File: config.mk
export PLATFORM = sky130hd
export DESIGN_NAME = ucode_fn_lookahead
export DESIGN_NICKNAME = d
export VERILOG_FILES = /design/src/rtl/ufd_pkg.sv /design/src/rtl/ufd_onehot.sv /design/src/rtl/ufd_click_seq.sv /design/src/rtl/ufd_const_sel.sv /design/src/rtl/ucode_fn_lookahead.sv
export SDC_FILE = /design/constraint.sdc
export NUM_CORES = 1
export LEC_CHECK = 0
export CAP_MARGIN = 10
export CORE_UTILIZATION = 44
export DETAILED_ROUTE_END_ITERATION = 10
export MAX_ROUTING_LAYER = met4
export PLACE_DENSITY_LB_ADDON = 0.12
export SETUP_SLACK_MARGIN = 0.1
export SYNTH_ARGS = -nofsm -noshare
export SYNTH_HDL_FRONTEND = slang
export SYNTH_SLANG_ARGS = --single-unit
File: constraint.sdc
create_clock -name clk -period 0.82 [get_ports clk]
set_input_delay 0.123 -clock clk [delete_from_list [all_inputs] [get_ports clk]]
set_output_delay 0.123 -clock clk [all_outputs]
set_load 0.05 [all_outputs]
File: src/rtl/ufd_pkg.sv
package ufd_pkg;

    typedef enum logic [1:0] {
        PH_C1 = 2'd0,
        PH_C2 = 2'd1,
        PH_C3 = 2'd2
    } phase_e;

    typedef enum logic [1:0] {
        FY_BRANCH = 2'd0,
        FY_NORM   = 2'd1,
        FY_IOWR   = 2'd2,
        FY_BYTE   = 2'd3
    } fy_mode_e;

    typedef enum logic [1:0] {
        FZ_NORM  = 2'd0,
        FZ_NIB   = 2'd1,
        FZ_UADDR = 2'd2,
        FZ_IORD  = 2'd3
    } fz_mode_e;

    // index of each one-hot decoder in the decoder bank
    localparam int DEC_FX   = 0;
    localparam int DEC_FYFN = 1;
    localparam int DEC_BR   = 2;
    localparam int DEC_IOW  = 3;
    localparam int DEC_FZFN = 4;
    localparam int DEC_IOR  = 5;
    localparam int NDEC     = 6;

endpackage

File: src/rtl/ufd_onehot.sv
module ufd_onehot #(
    parameter int FW = 4,
    localparam int NC = 1 << FW
) (
    input  logic [FW-1:0] code,
    input  logic          en,
    output logic [NC-1:0] hot_n
);

    for (genvar i = 0; i < NC; i++) begin : g_bit
        assign hot_n[i] = ~(en && (code == FW'(i)));
    end

endmodule

File: src/rtl/ufd_click_seq.sv
module ufd_click_seq
    import ufd_pkg::*;
(
    input  logic [1:0] cur,
    output logic [1:0] nxt
);

    always_comb begin
        case (cur)
            PH_C1:   nxt = PH_C2;
            PH_C2:   nxt = PH_C3;
            default: nxt = PH_C1;
        endcase
    end

endmodule

File: src/rtl/ufd_const_sel.sv
module ufd_const_sel #(
    parameter int FW = 4,
    parameter int XW = 16
) (
    input  logic [FW-1:0] fy,
    input  logic [FW-1:0] fz,
    input  logic          byte_m,
    input  logic          nib_m,
    output logic [XW-1:0] value
);

    always_comb begin
        value = '0;
        if (byte_m) begin
            value[2*FW-1:0] = {fy, fz};
        end else if (nib_m) begin
            value[FW-1:0] = fz;
        end
    end

endmodule

File: src/rtl/ucode_fn_lookahead.sv
module ucode_fn_lookahead
    import ufd_pkg::*;
#(
    parameter int FW = 4,
    parameter int XW = 16,
    localparam int NC = 1 << FW
) (
    input  logic          clk,
    input  logic          rst_n,
    input  logic          clk_en,
    input  logic          test_force,
    input  logic [FW-1:0] fs_nx,
    input  logic [FW-1:0] fx_nx,
    input  logic [FW-1:0] fy_nx,
    input  logic [FW-1:0] fz_nx,
    input  logic          mem_nx,
    output logic [NC-1:0] fx_cmd_n,
    output logic [NC-1:0] fy_fn_n,
    output logic [NC-1:0] br_sel_n,
    output logic [NC-1:0] io_wr_n,
    output logic [NC-1:0] fz_fn_n,
    output logic [NC-1:0] io_rd_n,
    output logic [FW-1:0] uaddr_lo,
    output logic          uaddr_vld_n,
    output logic [XW-1:0] xconst,
    output logic          xconst_byte_n,
    output logic          xconst_nib_n,
    output logic          mem_addr_ld_n,
    output logic          mem_wr_n,
    output logic          mem_rd_x_n,
    output logic [1:0]    phase
);

    typedef struct packed {
        logic [NDEC-1:0][NC-1:0] dec_n;
        logic [FW-1:0]           ua;
        logic                    ua_n;
        logic [XW-1:0]           xc;
        logic                    xb_n;
        logic                    xn_n;
        logic                    ma_n;
        logic                    mw_n;
        logic                    mr_n;
        logic [1:0]              ph;
    } st_t;

    localparam st_t ST_RST = '{
        dec_n: '1,
        ua:    '0,
        ua_n:  1'b1,
        xc:    '0,
        xb_n:  1'b1,
        xn_n:  1'b1,
        ma_n:  1'b1,
        mw_n:  1'b1,
        mr_n:  1'b1,
        ph:    PH_C3
    };

    st_t st_d, st_q;

    fy_mode_e fy_mode;
    fz_mode_e fz_mode;
    logic     byte_m;
    logic     nib_m;

    assign fy_mode = fy_mode_e'(fs_nx[1:0]);
    assign fz_mode = fz_mode_e'(fs_nx[3:2]);
    assign byte_m  = (fy_mode == FY_BYTE);
    assign nib_m   = !byte_m && (fz_mode == FZ_NIB);

    // decoder bank: one one-hot decoder per strobe group
    logic [NDEC-1:0][FW-1:0] dec_code;
    logic [NDEC-1:0]         dec_en;
    logic [NDEC-1:0][NC-1:0] dec_hot_n;

    always_comb begin
        dec_code           = '0;
        dec_code[DEC_FX]   = fx_nx;
        dec_code[DEC_FYFN] = fy_nx;
        dec_code[DEC_BR]   = fy_nx;
        dec_code[DEC_IOW]  = fy_nx;
        dec_code[DEC_FZFN] = fz_nx;
        dec_code[DEC_IOR]  = fz_nx;

        dec_en             = '0;
        dec_en[DEC_FX]     = 1'b1;
        dec_en[DEC_FYFN]   = (fy_mode == FY_NORM);
        dec_en[DEC_BR]     = (fy_mode == FY_BRANCH);
        dec_en[DEC_IOW]    = (fy_mode == FY_IOWR);
        dec_en[DEC_FZFN]   = !byte_m && (fz_mode == FZ_NORM);
        dec_en[DEC_IOR]    = !byte_m && (fz_mode == FZ_IORD);
    end

    for (genvar d = 0; d < NDEC; d++) begin : g_dec
        ufd_onehot #(.FW(FW)) u_dec (
            .code  (dec_code[d]),
            .en    (dec_en[d]),
            .hot_n (dec_hot_n[d])
        );
    end

    logic [1:0]    ph_nx;
    logic [XW-1:0] const_val;

    ufd_click_seq u_seq (
        .cur (st_q.ph),
        .nxt (ph_nx)
    );

    ufd_const_sel #(.FW(FW), .XW(XW)) u_const (
        .fy     (fy_nx),
        .fz     (fz_nx),
        .byte_m (byte_m),
        .nib_m  (nib_m),
        .value  (const_val)
    );

    always_comb begin
        logic ua_sel;
        ua_sel     = !byte_m && (fz_mode == FZ_UADDR);

        st_d       = st_q;
        st_d.dec_n = dec_hot_n;
        st_d.ua    = ua_sel ? fz_nx : '0;
        st_d.ua_n  = !ua_sel;
        st_d.xc    = const_val;
        st_d.xb_n  = !byte_m;
        st_d.xn_n  = !nib_m;
        st_d.ph    = ph_nx;
        st_d.ma_n  = !(mem_nx && (ph_nx == PH_C1));
        st_d.mw_n  = !(mem_nx && (ph_nx == PH_C2));
        st_d.mr_n  = !(mem_nx && (ph_nx == PH_C3));
    end

    always_ff @(posedge clk or negedge rst_n) begin
        if (!rst_n) begin
            st_q <= ST_RST;
        end else if (clk_en) begin
            st_q <= st_d;
        end
    end

    // test override sits after the registers and leaves state untouched
    assign fx_cmd_n      = st_q.dec_n[DEC_FX]   | {NC{test_force}};
    assign fy_fn_n       = st_q.dec_n[DEC_FYFN] | {NC{test_force}};
    assign br_sel_n      = st_q.dec_n[DEC_BR]   | {NC{test_force}};
    assign io_wr_n       = st_q.dec_n[DEC_IOW]  | {NC{test_force}};
    assign fz_fn_n       = st_q.dec_n[DEC_FZFN] | {NC{test_force}};
    assign io_rd_n       = st_q.dec_n[DEC_IOR]  | {NC{test_force}};
    assign uaddr_lo      = st_q.ua              | {FW{test_force}};
    assign uaddr_vld_n   = st_q.ua_n            | test_force;
    assign xconst        = st_q.xc              | {XW{test_force}};
    assign xconst_byte_n = st_q.xb_n            | test_force;
    assign xconst_nib_n  = st_q.xn_n            | test_force;
    assign mem_addr_ld_n = st_q.ma_n            | test_force;
    assign mem_wr_n      = st_q.mw_n            | test_force;
    assign mem_rd_x_n    = st_q.mr_n            | test_force;
    assign phase         = st_q.ph              | {2{test_force}};

endmodule

==> metrics <==
result of the run complete, but fails checks; violations in the final reports negative setup slack; area added between synthesis and finish 102%; antenna violations before repair 0; worst hold path class primary input to flop; beginning of the worst register-to-register path st_q[1]; number of iterations in the first detailed-routing pass 5; post-placement cell count between 800 and 900; final count of pins violating max slew 0; Total Wirelength roughly 22 mm; Worst Setup Start Kind flop; aggregate global routing overflow 0; number of failing hold endpoints at the final stage 0; maximum number of pins on one net before global-route repair 53; commonest cells after routing, fill and taps aside sky130_fd_sc_hd__buf_12, sky130_fd_sc_hd__or2_4, sky130_fd_sc_hd__dfstp_2; area of the core between 0.01 and 0.015 mm2; TritonCTS sink count 116; Port Buf Inserts 144; final weighted congestion in routability-driven placement 0.855; Post-Syn Instances 544; final routed wire length divided by cell count 22.9 um; cells on worst reg2reg path 5; post-synth design cell area 0.00555 mm2; final-report setup violation count 179; Endpoint, Worst Hold st_q[23]; post-synthesis cell type count 38; register with the highest flop count st_q; Chip Height about 110 um; hold wc startpoint fs_nx[2]; Die Footprint 0.0131 mm2; root buffer cell sky130_fd_sc_hd__clkbuf_16; slack of the worst reg-to-reg path -0.31 ns; final antenna diode count 0; number of standard cells in the layout, taps in and fillers out 980; part of the cycle the worst path needs 171%; Final Skew 0.00584 ns; total track usage 30.6%; leakage power summed over all cells 4.65 nW; Worst Hold Path Cells 4; boundary pin count 145; CP Capture Type output pin; insertion delay to the later sink of the worst-skew pair 0.43 ns; average size of a mapped cell ~10 um2; HPWL Detailed between 10 and 15 mm; largest registers ranked by flip-flop count st_q (116); vias post-DR 5498; clock slew at the register clock pins of the worst setup and hold paths 0.06 ns; Clock H-tree levels 4; setup repair after global routing missed its margin yes; effective utilization at floorplan between 40% and 50%; DIE WIDTH 114 um; setup_tns -65.83 ns; Synthesis Warnings 0; required time at the endpoint of the critical path 0.70 ns; achievable clock frequency approximately 720 MHz; number of nets in the layout 820; shortest period the worst path allows 1.40 ns; flip-flop count of the largest register, all copies and words added 116; proportion of layout cells with a drive suffix above 1 81.2%; number of global-route vias before repair roughly 5400; max_slew headroom a little under three quarters; arrival time of the worst setup path 1.28 ns; detailed-route vias per instance 5.61; drt initial violations between 500 and 600; number of DRC violations after detailed routing 0; setup ws final -0.578 ns; number of max-cap violations 0; maximum fanout count along the critical path 2; CTS tree yes; #FFs+latches synth 116; number of nets in the synthesized netlist 565; sequential-to-total area share from yosys stat 54.6%; peak ir drop on the vdd network 1.31 mV; transition time of the tightest slew-check pin 0.419 ns; capturing point of the worst reg2reg path st_q[3]; number of antenna-violating nets in the routed design 0; number of buffers created by CTS 17; areal power density over the cells 1590 mW/mm2; classification of the worst setup path flop to output pin; wire length of the first global-routing pass 29.2 mm; most common cell after layout, fill and taps aside sky130_fd_sc_hd__buf_12; cell row count 40; Max Buffers Root-to-Sink 2
[power by group]
part | switching [mW] | internal, mW | total, mW
sequential | 0.166 | 6.05 | 6.22
combinational | 1.97 | 1.74 | 3.71
clock | 2.73 | 5.22 | 7.95
[metrics by stage]
step / hold WS [ns] / total power [mW] / util, % / setup slack [ns] / cell area [um2]
final: 0.117 / 17.9 / 92.4 / -0.578 / 11200
after global placement: 0.221 / 9.16 / 76.5 / -0.662 / 9300
after global routing: 0.167 / 18.3 / 92.4 / -0.583 / 11200
after CTS: 0.126 / 17.3 / 86.7 / -0.543 / 10600
after floorplan: -0.173 / 7.89 / - / -0.212 / 6240
after detailed placement: 0.229 / 9.25 / 76.5 / -0.737 / 9300
[area by class of cell]
type	instances	area (um2)
Timing Repair Buffer	287	4230
Inverter	2	15.0
Fill cell	394	927
Clock buffer	22	464
Multi-Input combinational cell	375	3130
Clock inverter	10	154
Sequential cell	116	3030
Tap cell	168	210
[kinds of logic after synthesis]
logic type / share of synthesized area, %
buf+inv: 4.92
compound gates: 14.4
flops: 54.6
simple gates: 26.0
[per-layer routing]
metal | vias to the layer above | track usage [%] | wire [um]
met5 | - | - | 0
met4 | 0 | 10.4 | 642
met3 | 62 | 6.56 | 1450
met2 | 297 | 51.2 | 11700
met1 | 2786 | 36.6 | 8630
li1 | 2353 | - | -
[worst max-delay path by stage]
stage / startpoint / end / slack [ns] / cells after the start
after detailed placement: fs_nx[3] / st_q[114] / -0.74 / 4
after global routing: st_q[75] / br_sel_n[15] / -0.58 / 2
after global placement: fs_nx[1] / st_q[75] / -0.66 / 4
after CTS: st_q[75] / br_sel_n[15] / -0.54 / 2
final: st_q[75] / br_sel_n[15] / -0.58 / 2
after floorplan: fs_nx[1] / st_q[115] / -0.21 / 5
[what timing repair did]
action,CTS,global route
endpoints found under the hold margin,20,0
hold buffers,1,0
endpoints found under the setup margin,240,238
cloned,2,0
gates resized for setup,133,110
pin swaps,116,57
setup buffers,33,51
[critical path: stages, from the launching register on]
cell                      delay [ns]
sky130_fd_sc_hd__dfstp_2        0.57
sky130_fd_sc_hd__or2_4          0.15
sky130_fd_sc_hd__buf_12         0.13
[synthesized netlist by cell type]
| cell type | instances | share of area [%] |
|---|---|---|
| sky130_fd_sc_hd__buf_1 | 1 | 0.068 |
| sky130_fd_sc_hd__nand3_1 | 2 | 0.18 |
| sky130_fd_sc_hd__and2_1 | 3 | 0.34 |
| sky130_fd_sc_hd__dfrtp_1 | 13 | 5.9 |
| sky130_fd_sc_hd__nor3_1 | 9 | 0.81 |
| sky130_fd_sc_hd__dfstp_2 | 103 | 49 |
| sky130_fd_sc_hd__a41oi_1 | 1 | 0.16 |
| sky130_fd_sc_hd__nand4_1 | 1 | 0.11 |
| sky130_fd_sc_hd__nor3_2 | 1 | 0.18 |
| sky130_fd_sc_hd__a21oi_1 | 37 | 3.3 |
| sky130_fd_sc_hd__or2_2 | 117 | 13 |
| sky130_fd_sc_hd__nand3b_1 | 3 | 0.41 |
| sky130_fd_sc_hd__or2_1 | 3 | 0.34 |
| sky130_fd_sc_hd__buf_4 | 9 | 1.2 |
| sky130_fd_sc_hd__nor4_4 | 1 | 0.38 |
| sky130_fd_sc_hd__o22a_1 | 31 | 4.9 |
| sky130_fd_sc_hd__o21ai_0 | 1 | 0.090 |
| sky130_fd_sc_hd__or3_1 | 2 | 0.23 |
| sky130_fd_sc_hd__inv_1 | 1 | 0.068 |
| sky130_fd_sc_hd__inv_2 | 1 | 0.068 |
| sky130_fd_sc_hd__clkbuf_1 | 19 | 1.3 |
| sky130_fd_sc_hd__nand2_1 | 15 | 1.0 |
| sky130_fd_sc_hd__nor2_1 | 80 | 5.4 |
| sky130_fd_sc_hd__buf_2 | 20 | 1.8 |
| sky130_fd_sc_hd__nand2b_1 | 5 | 0.56 |
| sky130_fd_sc_hd__nor4_1 | 1 | 0.11 |
| sky130_fd_sc_hd__nor3b_2 | 3 | 0.68 |
| sky130_fd_sc_hd__nor4b_4 | 2 | 0.86 |
| sky130_fd_sc_hd__nor3b_1 | 1 | 0.14 |
| sky130_fd_sc_hd__buf_6 | 2 | 0.41 |
| sky130_fd_sc_hd__nor2b_1 | 7 | 0.79 |
| sky130_fd_sc_hd__o2bb2ai_1 | 4 | 0.63 |
| sky130_fd_sc_hd__a22o_1 | 6 | 0.95 |
| sky130_fd_sc_hd__a211oi_2 | 1 | 0.23 |
| sky130_fd_sc_hd__a21o_1 | 3 | 0.41 |
| sky130_fd_sc_hd__and2_4 | 1 | 0.16 |
| sky130_fd_sc_hd__nor4b_1 | 1 | 0.16 |
| sky130_fd_sc_hd__a31oi_1 | 33 | 3.7 |
Note: power is estimated with default switching activity, not from simulation.
